===== src/rtl/hight_sk_pkg.sv =====
package hight_sk_pkg;
  localparam int unsigned LFSR_W = 7;
  localparam logic [LFSR_W-1:0] LFSR_SEED = 7'h5A;

  // s(i+7) = s(i+3) ^ s(i), state shifts toward bit 0
  function automatic logic [LFSR_W-1:0] lfsr_next(input logic [LFSR_W-1:0] s);
    return {s[3] ^ s[0], s[LFSR_W-1:1]};
  endfunction
endpackage


===== src/rtl/hight_delta_lfsr.sv =====
module hight_delta_lfsr
  import hight_sk_pkg::*;
#(
  parameter int unsigned STEPS = 4
) (
  input  logic                 clk_i,
  input  logic                 rst_ni,
  input  logic                 restart_i,
  input  logic                 step_i,
  output logic [STEPS*8-1:0]   delta_o
);
  logic [LFSR_W-1:0] state_q;
  logic [LFSR_W-1:0] chain [STEPS+1];

  assign chain[0] = state_q;

  for (genvar g = 0; g < STEPS; g++) begin : g_stage
    assign chain[g+1] = lfsr_next(chain[g]);
    assign delta_o[8*g +: 8] = {{(8-LFSR_W){1'b0}}, chain[g]};
  end

  always_ff @(posedge clk_i or negedge rst_ni) begin
    if (!rst_ni)        state_q <= LFSR_SEED;
    else if (restart_i) state_q <= LFSR_SEED;
    else if (step_i)    state_q <= chain[STEPS];
  end
endmodule


===== src/rtl/hight_sk_lane.sv =====
module hight_sk_lane #(
  parameter int unsigned NUM_ROUNDS   = 32,
  parameter int unsigned SK_PER_ROUND = 4,
  parameter int unsigned LANE         = 0
) (
  input  logic [127:0]                    key_i,
  input  logic [$clog2(NUM_ROUNDS)-1:0]   round_i,
  input  logic [7:0]                      delta_i,
  output logic [7:0]                      sk_o
);
  localparam int unsigned K_W = $clog2(NUM_ROUNDS * SK_PER_ROUND);
  localparam logic [K_W-1:0] LANE_K = K_W'(LANE);
  localparam logic [K_W-1:0] SPR_K  = K_W'(SK_PER_ROUND);

  logic [K_W-1:0] k;
  logic [2:0]     rot;
  logic [3:0]     byte_sel;

  assign k        = K_W'(round_i) * SPR_K + LANE_K;
  // rotate within each 8-byte half by the 16-subkey group number
  assign rot      = k[2:0] - k[K_W-1:4];
  assign byte_sel = {k[3], rot};
  assign sk_o     = key_i[8*byte_sel +: 8] + delta_i;
endmodule


===== src/rtl/hight_sk_gen.sv =====
module hight_sk_gen #(
  parameter int unsigned NUM_ROUNDS   = 32,
  parameter int unsigned SK_PER_ROUND = 4
) (
  input  logic                          clk_i,
  input  logic                          rst_ni,
  input  logic                          load_i,
  input  logic [127:0]                  key_i,
  input  logic                          advance_i,
  output logic [SK_PER_ROUND*8-1:0]     sk_o,
  output logic [$clog2(NUM_ROUNDS)-1:0] round_o
);
  localparam int unsigned RND_W = $clog2(NUM_ROUNDS);
  localparam int unsigned CNT_W = $clog2(NUM_ROUNDS + 1);
  localparam logic [CNT_W-1:0] CNT_MAX = CNT_W'(NUM_ROUNDS);

  logic [127:0]                key_q;
  logic [CNT_W-1:0]            cnt_q;
  logic [SK_PER_ROUND*8-1:0]   sk_q, sk_d, delta;
  logic [RND_W-1:0]            round_q;
  logic                        accept;

  assign accept = advance_i && !load_i && (cnt_q < CNT_MAX);

  hight_delta_lfsr #(.STEPS(SK_PER_ROUND)) u_lfsr (
    .clk_i     (clk_i),
    .rst_ni    (rst_ni),
    .restart_i (load_i),
    .step_i    (accept),
    .delta_o   (delta)
  );

  for (genvar m = 0; m < SK_PER_ROUND; m++) begin : g_lane
    hight_sk_lane #(
      .NUM_ROUNDS  (NUM_ROUNDS),
      .SK_PER_ROUND(SK_PER_ROUND),
      .LANE        (m)
    ) u_lane (
      .key_i   (key_q),
      .round_i (cnt_q[RND_W-1:0]),
      .delta_i (delta[8*m +: 8]),
      .sk_o    (sk_d[8*m +: 8])
    );
  end

  always_ff @(posedge clk_i or negedge rst_ni) begin
    if (!rst_ni) begin
      key_q   <= '0;
      cnt_q   <= '0;
      sk_q    <= '0;
      round_q <= '0;
    end else if (load_i) begin
      key_q   <= key_i;
      cnt_q   <= '0;
      sk_q    <= '0;
      round_q <= '0;
    end else if (accept) begin
      cnt_q   <= cnt_q + 1'b1;
      sk_q    <= sk_d;
      round_q <= cnt_q[RND_W-1:0];
    end
  end

  assign sk_o    = sk_q;
  assign round_o = round_q;
endmodule


===== config.mk =====
export PLATFORM = sky130hd
export DESIGN_NAME = hight_sk_gen
export DESIGN_NICKNAME = d
export VERILOG_FILES = /design/src/rtl/hight_sk_pkg.sv /design/src/rtl/hight_delta_lfsr.sv /design/src/rtl/hight_sk_lane.sv /design/src/rtl/hight_sk_gen.sv
export SDC_FILE = /design/constraint.sdc
export NUM_CORES = 1
export LEC_CHECK = 0
export BUFFER_PORTS_ARGS = -buffer_cell sky130_fd_sc_hd__buf_2
export CAP_MARGIN = 20
export CORE_MARGIN = 2
export CORE_UTILIZATION = 53
export CTS_CLUSTER_DIAMETER = 120
export DETAILED_ROUTE_END_ITERATION = 8
export GPL_TIMING_DRIVEN = 0
export PLACE_DENSITY = 0.75
export SETUP_SLACK_MARGIN = 0.5
export SYNTH_ARGS = -nofsm -noshare
export SYNTH_HDL_FRONTEND = slang
export SYNTH_SLANG_ARGS = --single-unit

===== constraint.sdc =====
create_clock -name clk_i -period 4.92 [get_ports clk_i]
set_input_delay 0.246 -clock clk_i [delete_from_list [all_inputs] [get_ports clk_i]]
set_output_delay 0.246 -clock clk_i [all_outputs]
set_load 0.05 [all_outputs]

==> qor.csv, run 1 <==
stage,metric,value,unit
synthesis,ys.flop_type,dfrtp_1,
synthesis,synthArstFlopShare,100,%
floorplanning,core,21000,um^2
routing,wl,34300,um
layout,syn2layout_area_growth,17.0,%
placement,gp_congestion,0.930,
global_route,grt_pass1_vias,8660,
routing,vias,8745,
power,switching_share,35.1,%
setup_path,cp-start-kind,flip-flop,
routing,viasPerCell,6.66,
setup_path,crit_top_cell,mux4_2,
layout,n_fill_cell,1585,
synthesis,ys.warnings.count,0,
layout,multi_input_area,6640,um^2
power,ir_worst_vdd,0.000275,V
setup_path,cp-end-kind,flip-flop,
setup_path,r2r_start,cnt_q[0],
setup_path,worstPathMaxFanout,10,
global_route,grt_max_degree,120,
floorplanning,die_area,22600,um^2
synthesis,yosysSeqAreaShare,39.2,%
hold_path,min_path_type,in2reg,
timing,fin_setup_tns,0,ns
setup_path,cp.arrival,4.62,ns
placement,dpl_cell_area,12600,um^2
power,p_per_area,339,nW/um^2
synthesis,synth_cell_type_count,42,
synthesis,syn_nets,999,
setup_path,crit_required,5.24,ns
power,switchingPower,1.58,mW
routing,drcViolationCount,0,
floorplanning,io_pins,169,
layout,final_cell_area,13300,um^2
synthesis,post_synth.cell_area_avg,13.7,um^2
global_route,grt_first_pass_wirelength,52100,um
clock_network,clock-sinks,178,
layout,antenna_cells,0,
layout,layout-drive-gt1-share,46.8,%
timing,hold_violations,0,
routing,first_iter_violations,1027,
clock_network,cts_tree,yes,
timing,min_period,4.30,ns
job,cap_violations,0,
timing,worstMarginPinSlew,1.06,ns
routing,ant_nets,0,
timing,finClkSkew,0.0134,ns
routing,wl_per_cell,26.1,um
floorplanning,start_util,54.1,%
synthesis,synthCells,831,
power,p_seq_share,39.8,%
power,power_frac_clock,28.3,%
power,internal_power,2.93,mW
setup_path,crit_chain,buf_2 -> xor2_2 -> clkbuf_2 -> mux4_2 -> mux4_2 -> ha_1 -> a21o_1 -> a21oi_1 -> o21bai_1 -> a2111oi_1 -> or4_1 -> o211ai_1,
setup_path,rr_worst_depth,12,
power,power_leakage,5.44,nW
floorplanning,die_w,150,um
setup_path,critPathLaunch,cnt_q[0],
synthesis,synth_area,11400,um^2
setup_path,critical_path_buf_inv_count,2,
timing,min_period_over_period,87.4,%
synthesis,synth_edf_count,0,
outcome,outcome,"finished, final reports clean",
setup_path,crit_end,sk_o[15],
clock_network,clock_latency,0.45,ns
power,pwr-share-comb,31.9,%
setup_path,critPathMaxStageDelay,0.58,ns
clock_network,cts_htree_levels,4,
layout,nets,1193,
clock_network,cts_made_buffers,17,
routing,drtPass1Iterations,6,
setup_path,r2r_end,sk_o[15],
clock_network,clk_pin_slew,0.07,ns
timing,fmax,232,MHz
timing,setup_viol,0,
placement,portBuffers,168,
global_route,overflow,0,
floorplanning,rows,53,
synthesis,ys_seq_elements,178,
setup_path,slowest_stage,a2111oi_1,
layout,fin_util,63.3,%
setup_path,crit_cells,12,
global_route,gr-usage-all-layers,31.7,%
placement,dp.final_hpwl,24500,um
setup_path,crit_type,reg2reg,
power,p_total,4.51,mW
timing,timing.hold.ws,0.0254,ns
clock_network,cts_buffer_depth,2,
timing,rsz0062_at_grt,true,
setup_path,rrSetupSlack,0.62,ns
layout,seq_area,4460,um^2
floorplanning,fp.dieH,150,um
setup_path,crit_family,compound AO/OA/AOI/OAI gates,
clock_network,cts-root-buf,clkbuf_16,
timing,relSlewSlack,29.1,%
global_route,antenna_found_initial,0,
timing,final-max-slew-violation-count,0,
power by group through the flow:
stage	logic [mW]	registers (mW)	clock network (mW)
floorplan	0.822	1.94	0
global placement	1.35	1.81	0
detailed placement	1.38	1.82	0
CTS	1.40	1.79	1.28
global route	1.53	1.82	1.35
finish	1.44	1.80	1.28
per-stage QoR:
stage	cells	setup slack, ns
after floorplan	831	0.609
after global placement	1274	-0.546
after detailed placement	1275	-0.632
after CTS	1311	0.390
after global routing	1313	0.431
final	1313	0.618
repair_timing:
| action | 4_1_cts | 5_1_grt |
|---|---|---|
| endpoints found under the hold margin | 59 | 0 |
| pin swaps | 2 | 1 |
| setup endpoints to repair | 16 | 8 |
| hold buffers | 1 | 0 |
| resized for setup | 15 | 20 |
| setup buffers | 3 | 2 |
synthesized netlist by cell type (2+ instances only):
| master | n | area share (%) |
|---|---|---|
| mux2i_1 | 70 | 6.2 |
| nand3b_1 | 10 | 0.66 |
| o21ai_0 | 4 | 0.18 |
| a311o_1 | 2 | 0.18 |
| ha_1 | 32 | 3.5 |
| and3_1 | 3 | 0.17 |
| buf_4 | 6 | 0.40 |
| o21bai_1 | 11 | 0.73 |
| a211oi_1 | 9 | 0.59 |
| dfstp_2 | 4 | 0.92 |
| nor2b_1 | 5 | 0.28 |
| fa_1 | 4 | 0.70 |
| xnor2_1 | 16 | 1.2 |
| o31ai_1 | 2 | 0.13 |
| nand4b_1 | 6 | 0.46 |
| a21oi_1 | 46 | 2.0 |
| mux2_2 | 128 | 13 |
| or4_1 | 9 | 0.59 |
| buf_1 | 5 | 0.17 |
| a21o_1 | 8 | 0.53 |
| nand2_1 | 55 | 1.8 |
| mux4_2 | 110 | 22 |
| mux4_1 | 4 | 0.92 |
| nor2_1 | 15 | 0.50 |
| dfrtp_1 | 174 | 38 |
| inv_1 | 8 | 0.26 |
| buf_2 | 13 | 0.57 |
| clkbuf_1 | 40 | 1.3 |
| o211ai_1 | 2 | 0.13 |
| nand3_1 | 11 | 0.48 |
| xor2_1 | 6 | 0.46 |
| nor4_1 | 3 | 0.17 |
placed cells by master (no fill, tap or decap), drive strengths merged, types with 10 or more instances in the layout:
master and count:
buf 198, xnor2 18, nand3b 10, ha 32, o21bai 11, nand3 11, mux2i 70, mux2 128
dfrtp 174, nor2 15, nand2 55, a21oi 46, clkbuf 61, mux4 114, inv 12
logic make-up after synthesis:
group	share of synthesized area, %
flip-flops	39.2
AND/OR/NAND/NOR	5.31
adder cells (fa/ha/maj)	4.23
XOR/XNOR	2.08
multiplexers	41.6
buffers and inverters	2.85
AO/OA/AOI/OAI	4.72
worst min path at each step:
stage,startpoint,end,depth (start not counted)
after global routing,key_i[93],key_q[93],2
after floorplan,rst_ni,cnt_q[0],0
after detailed placement,rst_ni,round_o[4],1
after CTS,key_i[91],key_q[91],2
final,key_i[100],key_q[100],2
after global placement,key_i[33],key_q[33],2
cell type report:
| class | instances | share of cell area, % |
|---|---|---|
| Clock inverter | 12 | 0.630 |
| Timing Repair Buffer | 175 | 7.06 |
| Tap cell | 275 | 2.59 |
| Inverter | 9 | 0.254 |
| Sequential cell | 178 | 33.5 |
| Buffer | 65 | 2.63 |
| Clock buffer | 20 | 3.36 |
| Multi-Input combinational cell | 579 | 50.0 |
routing by layer:
layer | routed length (um) | part of all wire, % | global-route usage, %
met1 | 13100 | 38 | 42.4
met2 | 16000 | 47 | 48.8
met3 | 4030 | 12 | 10.8
met4 | 1240 | 3.6 | 10.9
met5 | 0 | 0 | 0
flip-flops by register name (all words and copies together), names as in the netlist:
register / flops
key_q: 128
sk_o: 32
u_lfsr.state_q: 7
cnt_q: 6
round_o: 5
Note: power is estimated with default switching activity, not from simulation.
==> inputs of run 2 (changes only) <==
--- a/config.mk
+++ b/config.mk
@@ -12,7 +12,7 @@
 export CTS_CLUSTER_DIAMETER = 120
 export DETAILED_ROUTE_END_ITERATION = 8
 export GPL_TIMING_DRIVEN = 0
-export PLACE_DENSITY = 0.75
+export PLACE_DENSITY = 0.84
 export SETUP_SLACK_MARGIN = 0.5
 export SYNTH_ARGS = -nofsm -noshare
 export SYNTH_HDL_FRONTEND = slang
==> qor.csv, run 2 (same netlist as run 1, synthesis figures left out) <==
stage,metric,value,unit
routing,first_iter_violations,1189,
clock_network,clk_pin_slew,0.08,ns
setup_path,crit_chain,clkbuf_4 -> buf_6 -> buf_12 -> inv_1 -> ha_2 -> buf_8 -> clkbuf_8 -> mux4_2 -> mux2i_2 -> ha_1 -> o21ai_1 -> nor2_1 -> a311o_1 -> a21oi_1 -> or4_1 -> nand3_1,
routing,wl,35600,um
hold_path,min_path_type,in2reg,
routing,drtPass1Iterations,7,
timing,worstMarginPinSlew,1.09,ns
layout,final_cell_mix,"buf_2, dfrtp_1, mux2_2",
floorplanning,rows,53,
layout,n_fill_cell,1538,
layout,top_register,key_q,
routing,vias,8966,
outcome,outcome,"finished, final reports clean",
power,p_seq_share,38.9,%
timing,min_period,4.39,ns
timing,hold_violations,0,
global_route,overflow,0,
floorplanning,core,21000,um^2
setup_path,cp.arrival,4.71,ns
setup_path,cp-start-kind,flip-flop,
routing,top_layer_used,met4,
layout,largest_reg_flops,128,
timing,final-max-slew-violation-count,0,
setup_path,rr_worst_depth,16,
timing,finClkSkew,0.0116,ns
clock_network,cts_htree_levels,4,
clock_network,cts_buffer_depth,2,
routing,viasPerCell,6.82,
setup_path,critical_path_buf_inv_count,6,
setup_path,r2r_end,sk_o[23],
setup_path,critPathMaxStageDelay,0.53,ns
job,cap_violations,0,
power,ir_worst_vdd,0.000313,V
setup_path,r2r_start,cnt_q[3],
setup_path,slowest_stage,mux4_2,
timing,timing.hold.ws,0.0256,ns
setup_path,crit_end,sk_o[23],
clock_network,cts_tree,yes,
layout,mostFrequentLayoutCell,buf_2,
setup_path,crit_family,buffers and inverters,
power,internal_power,3.03,mW
setup_path,crit_required,5.25,ns
clock_network,cts_made_buffers,17,
floorplanning,start_util,54.1,%
global_route,grt_first_pass_wirelength,52700,um
timing,setup_viol,0,
timing,min_period_over_period,89.1,%
clock_network,cts-root-buf,clkbuf_16,
routing,wl_met2,16400,um
placement,portBuffers,168,
power,power_frac_clock,29.7,%
power,pwr-share-comb,31.4,%
clock_network,clock_latency,0.45,ns
global_route,grt_pass1_vias,8900,
layout,nets,1195,
global_route,gr-usage-all-layers,32.1,%
floorplanning,fp.dieH,150,um
routing,ant_nets,0,
layout,fin_util,63.7,%
power,power_leakage,5.49,nW
placement,gp_congestion,0.982,
routing,wl_per_cell,27.1,um
layout,layout-drive-gt1-share,47.2,%
power,p_per_area,347,nW/um^2
floorplanning,die_w,150,um
routing,drcViolationCount,0,
setup_path,crit_type,reg2reg,
timing,fmax,228,MHz
clock_network,clock-sinks,178,
setup_path,critPathLaunch,cnt_q[3],
setup_path,crit_cells,16,
timing,fin_setup_tns,0,ns
global_route,antenna_found_initial,0,
layout,syn2layout_area_growth,17.8,%
setup_path,cp-end-kind,flip-flop,
timing,rsz0062_at_grt,false,
power,switching_share,34.8,%
setup_path,worstPathMaxFanout,10,
timing,relSlewSlack,27.1,%
global_route,grt_max_degree,122,
routing,routed-wl-met3,4360,um
setup_path,rrSetupSlack,0.53,ns
layout,antenna_cells,0,
power,switchingPower,1.61,mW
floorplanning,die_area,22600,um^2
placement,dp.final_hpwl,24600,um
floorplanning,io_pins,169,
routing,drt-met1-wl,12900,um
==> run 2: changes by cell type in the layout (fill, tap and decap cells not counted), sizes merged <==
cell      before  now
buf          198  199
bufinv         0    2
clkbuf        61   59
clkinv         4    5
clkinvlp       5    2
inv           12   14
==> run 2: power by group through the flow <==
stage	Sequential, mW	Clock, mW	Combinational (mW)
final	1.81	1.38	1.46
after global placement	1.80	0	1.34
after floorplan	1.94	0	0.822
after global routing	1.82	1.44	1.55
after CTS	1.79	1.38	1.40
after detailed placement	1.82	0	1.37
==> run 2: timing repair <==
item | 4_1_cts | 5_1_grt
setup buffers | 0 | 7
hold endpoints to repair | 57 | 0
hold buffers | 1 | 0
resized for setup | 15 | 25
pin swaps | 0 | 2
cloned | 0 | 0
endpoints found under the setup margin | 16 | 9
==> run 2: area by class of cell <==
type                       count  area [um^2]  area share [%]
timing repair buffer         177          966            7.21
clock inverter                14          154            1.15
sequential                   178         4460            33.3
buffer                        65          365            2.73
inverter                       9         33.8           0.252
tap                          275          344            2.57
clock buffer                  17          425            3.18
multi-input combinational    579         6650            49.6
==> run 2: per-layer routing <==
layer / vias to the layer above / global-route usage, %
met1: 4451 / 41.0
met5: - / 0
li1: 3613 / -
met4: 0 / 15.5
met2: 733 / 49.6
met3: 169 / 10.5
==> run 2: worst min path at each step <==
stage	start	to	slack, ns	depth (start not counted)
2_1_floorplan	rst_ni	cnt_q[0]	-0.05	0
3_3_place_gp	key_i[3]	key_q[3]	0.48	2
3_5_place_dp	rst_ni	round_o[0]	0.21	1
4_1_cts	key_i[42]	key_q[42]	0.02	2
5_1_grt	key_i[50]	key_q[50]	0.03	2
6_report	key_i[42]	key_q[42]	0.03	2
==> run 2: per-stage QoR <==
stage	power, mW	instances	area, um^2	setup slack [ns]
5_1_grt	4.81	1314	13400	0.419
3_5_place_dp	3.19	1275	12600	-0.591
6_report	4.64	1314	13400	0.535
3_3_place_gp	3.14	1274	12600	-0.483
4_1_cts	4.57	1307	13200	0.373
2_1_floorplan	2.76	831	11400	0.609
==> inputs of run 3 (changes only) <==
--- a/config.mk
+++ b/config.mk
@@ -12,7 +12,7 @@
 export CTS_CLUSTER_DIAMETER = 120
 export DETAILED_ROUTE_END_ITERATION = 8
 export GPL_TIMING_DRIVEN = 0
-export PLACE_DENSITY = 0.84
+export PLACE_DENSITY = 0.87
 export SETUP_SLACK_MARGIN = 0.5
 export SYNTH_ARGS = -nofsm -noshare
 export SYNTH_HDL_FRONTEND = slang
==> qor.csv, run 3 (same netlist as run 1, synthesis figures left out) <==
stage,metric,value,unit
outcome,outcome,"finished, final reports clean",
routing,ant_nets,0,
global_route,gr-usage-all-layers,32.0,%
placement,dpl_cell_area,12600,um^2
layout,antenna_cells,0,
timing,relSlewSlack,29.1,%
timing,final-max-slew-violation-count,0,
setup_path,crit_top_cell,mux4_2,
timing,hold_violations,0,
setup_path,crit_required,5.24,ns
setup_path,rr_worst_depth,12,
setup_path,crit_type,reg2reg,
timing,fmax,235,MHz
clock_network,cts_made_buffers,17,
floorplanning,core,21000,um^2
setup_path,crit_cells,12,
clock_network,cts_htree_levels,4,
timing,worstMarginPinSlew,1.06,ns
job,cap_violations,0,
setup_path,crit_chain,buf_2 -> xor2_2 -> clkbuf_2 -> mux4_2 -> mux4_2 -> ha_1 -> a21o_1 -> a21oi_1 -> o21bai_1 -> a2111oi_0 -> or4_1 -> o211ai_1,
placement,gp_congestion,0.940,
routing,drcViolationCount,0,
clock_network,cts-root-buf,clkbuf_16,
routing,wl_per_cell,26.6,um
timing,setup_viol,0,
timing,finClkSkew,0.0139,ns
global_route,grt_first_pass_wirelength,52900,um
global_route,overflow,0,
routing,vias,9002,
floorplanning,die_area,22600,um^2
routing,viasPerCell,6.85,
global_route,antenna_found_initial,0,
timing,rsz0062_at_grt,false,
floorplanning,rows,53,
setup_path,crit_end,sk_o[15],
floorplanning,start_util,54.1,%
clock_network,cts_tree,yes,
setup_path,cp-start-kind,flip-flop,
layout,nets,1196,
power,power_leakage,5.47,nW
layout,top_register,key_q,
setup_path,r2r_end,sk_o[15],
placement,place_ws,-0.591,ns
setup_path,worstPathMaxFanout,10,
clock_network,cts_buffer_depth,2,
timing,min_period,4.26,ns
setup_path,cp.arrival,4.57,ns
clock_network,clock-sinks,178,
setup_path,slowest_stage,a2111oi_0,
timing,min_period_over_period,86.6,%
layout,final_cells,1315,
placement,dp.final_hpwl,24700,um
floorplanning,io_pins,169,
clock_network,clk_pin_slew,0.07,ns
routing,first_iter_violations,1238,
setup_path,critPathMaxStageDelay,0.60,ns
setup_path,r2r_start,cnt_q[0],
clock_network,clock_latency,0.45,ns
setup_path,critical_path_buf_inv_count,2,
placement,place_inst,1275,
setup_path,cp-end-kind,flip-flop,
floorplanning,die_w,150,um
routing,drtPass1Iterations,5,
placement,portBuffers,168,
timing,setup_ws,0.661,ns
layout,largest_reg_flops,128,
power,ir_worst_vdd,0.000278,V
setup_path,rrSetupSlack,0.66,ns
global_route,grt_max_degree,94,
routing,wl,35000,um
layout,mostFrequentLayoutCell,buf_2,
layout,syn2layout_area_growth,17.5,%
floorplanning,fp.dieH,150,um
global_route,grt_pass1_vias,8899,
setup_path,critPathLaunch,cnt_q[0],
setup_path,crit_family,compound AO/OA/AOI/OAI gates,
layout,final_cell_area,13400,um^2
layout,fin_util,63.5,%
layout,final_cell_mix,"buf_2, dfrtp_1, mux2_2",
hold_path,min_path_type,in2reg,
power,p_total,4.62,mW
timing,timing.hold.ws,0.0238,ns
power,p_per_area,346,nW/um^2
layout,layout-drive-gt1-share,46.8,%
timing,fin_setup_tns,0,ns
## run 3: cell count changes in the layout (fill, tap and decap cells not counted), moves of 3 or more
| cell | change |
|---|---|
| buf_4 | +5 |
| clkinv_4 | +3 |
| buf_12 | -3 |
| clkbuf_8 | +3 |
| clkinv_2 | -3 |
## run 3: how the worst min path moves through the flow
stage | from | to | cells past startpoint
global placement | key_i[85] | key_q[85] | 2
detailed placement | rst_ni | round_o[4] | 1
global route | key_i[114] | key_q[114] | 2
finish | key_i[73] | key_q[73] | 2
CTS | key_i[73] | key_q[73] | 2
floorplan | rst_ni | cnt_q[0] | 0
## run 3: repair_timing
action	CTS	global route
endpoints found under the hold margin	92	0
hold buffers	1	0
setup buffers	2	6
setup endpoints to repair	14	7
gates resized for setup	14	19
pin swaps	1	1
## run 3: power by group
| group | switching [mW] | leakage (nW) | internal (mW) |
|---|---|---|---|
| registers | 0.182 | 2.15 | 1.63 |
| clock network | 0.617 | 0.277 | 0.743 |
| logic | 0.810 | 3.04 | 0.644 |
| total | 1.61 | 5.47 | 3.01 |
## run 3: metal layers
layer	wire length (um)	vias up	part of all wire [%]	track usage, %
met4	2190	0	6.3	17.3
met5	0	-	0	0
li1	-	3614	-	-
met2	15700	750	45	48.4
met1	12600	4445	36	41.7
met3	4460	193	13	9.82
## run 3: area by class of cell
type / count / area [um^2]
multi-input combinational: 579 / 6650
inverter: 9 / 33.8
clock inverter: 9 / 98.8
clock buffer: 22 / 474
buffer: 65 / 348
sequential: 178 / 4460
fill: 1531 / 7670
timing repair buffer: 178 / 948
tap: 275 / 344
## run 3: worst register-to-register path, delay by kind of cell (launching register included)
family                   cells  cell delay (ns)
AO/OA/AOI/OAI                5             1.26
multiplexers                 2             0.92
buffers and inverters        2             0.71
XOR/XNOR                     1             0.38
flip-flops                   1             0.36
adder cells (fa/ha/maj)      1             0.31
AND/OR/NAND/NOR              1             0.21
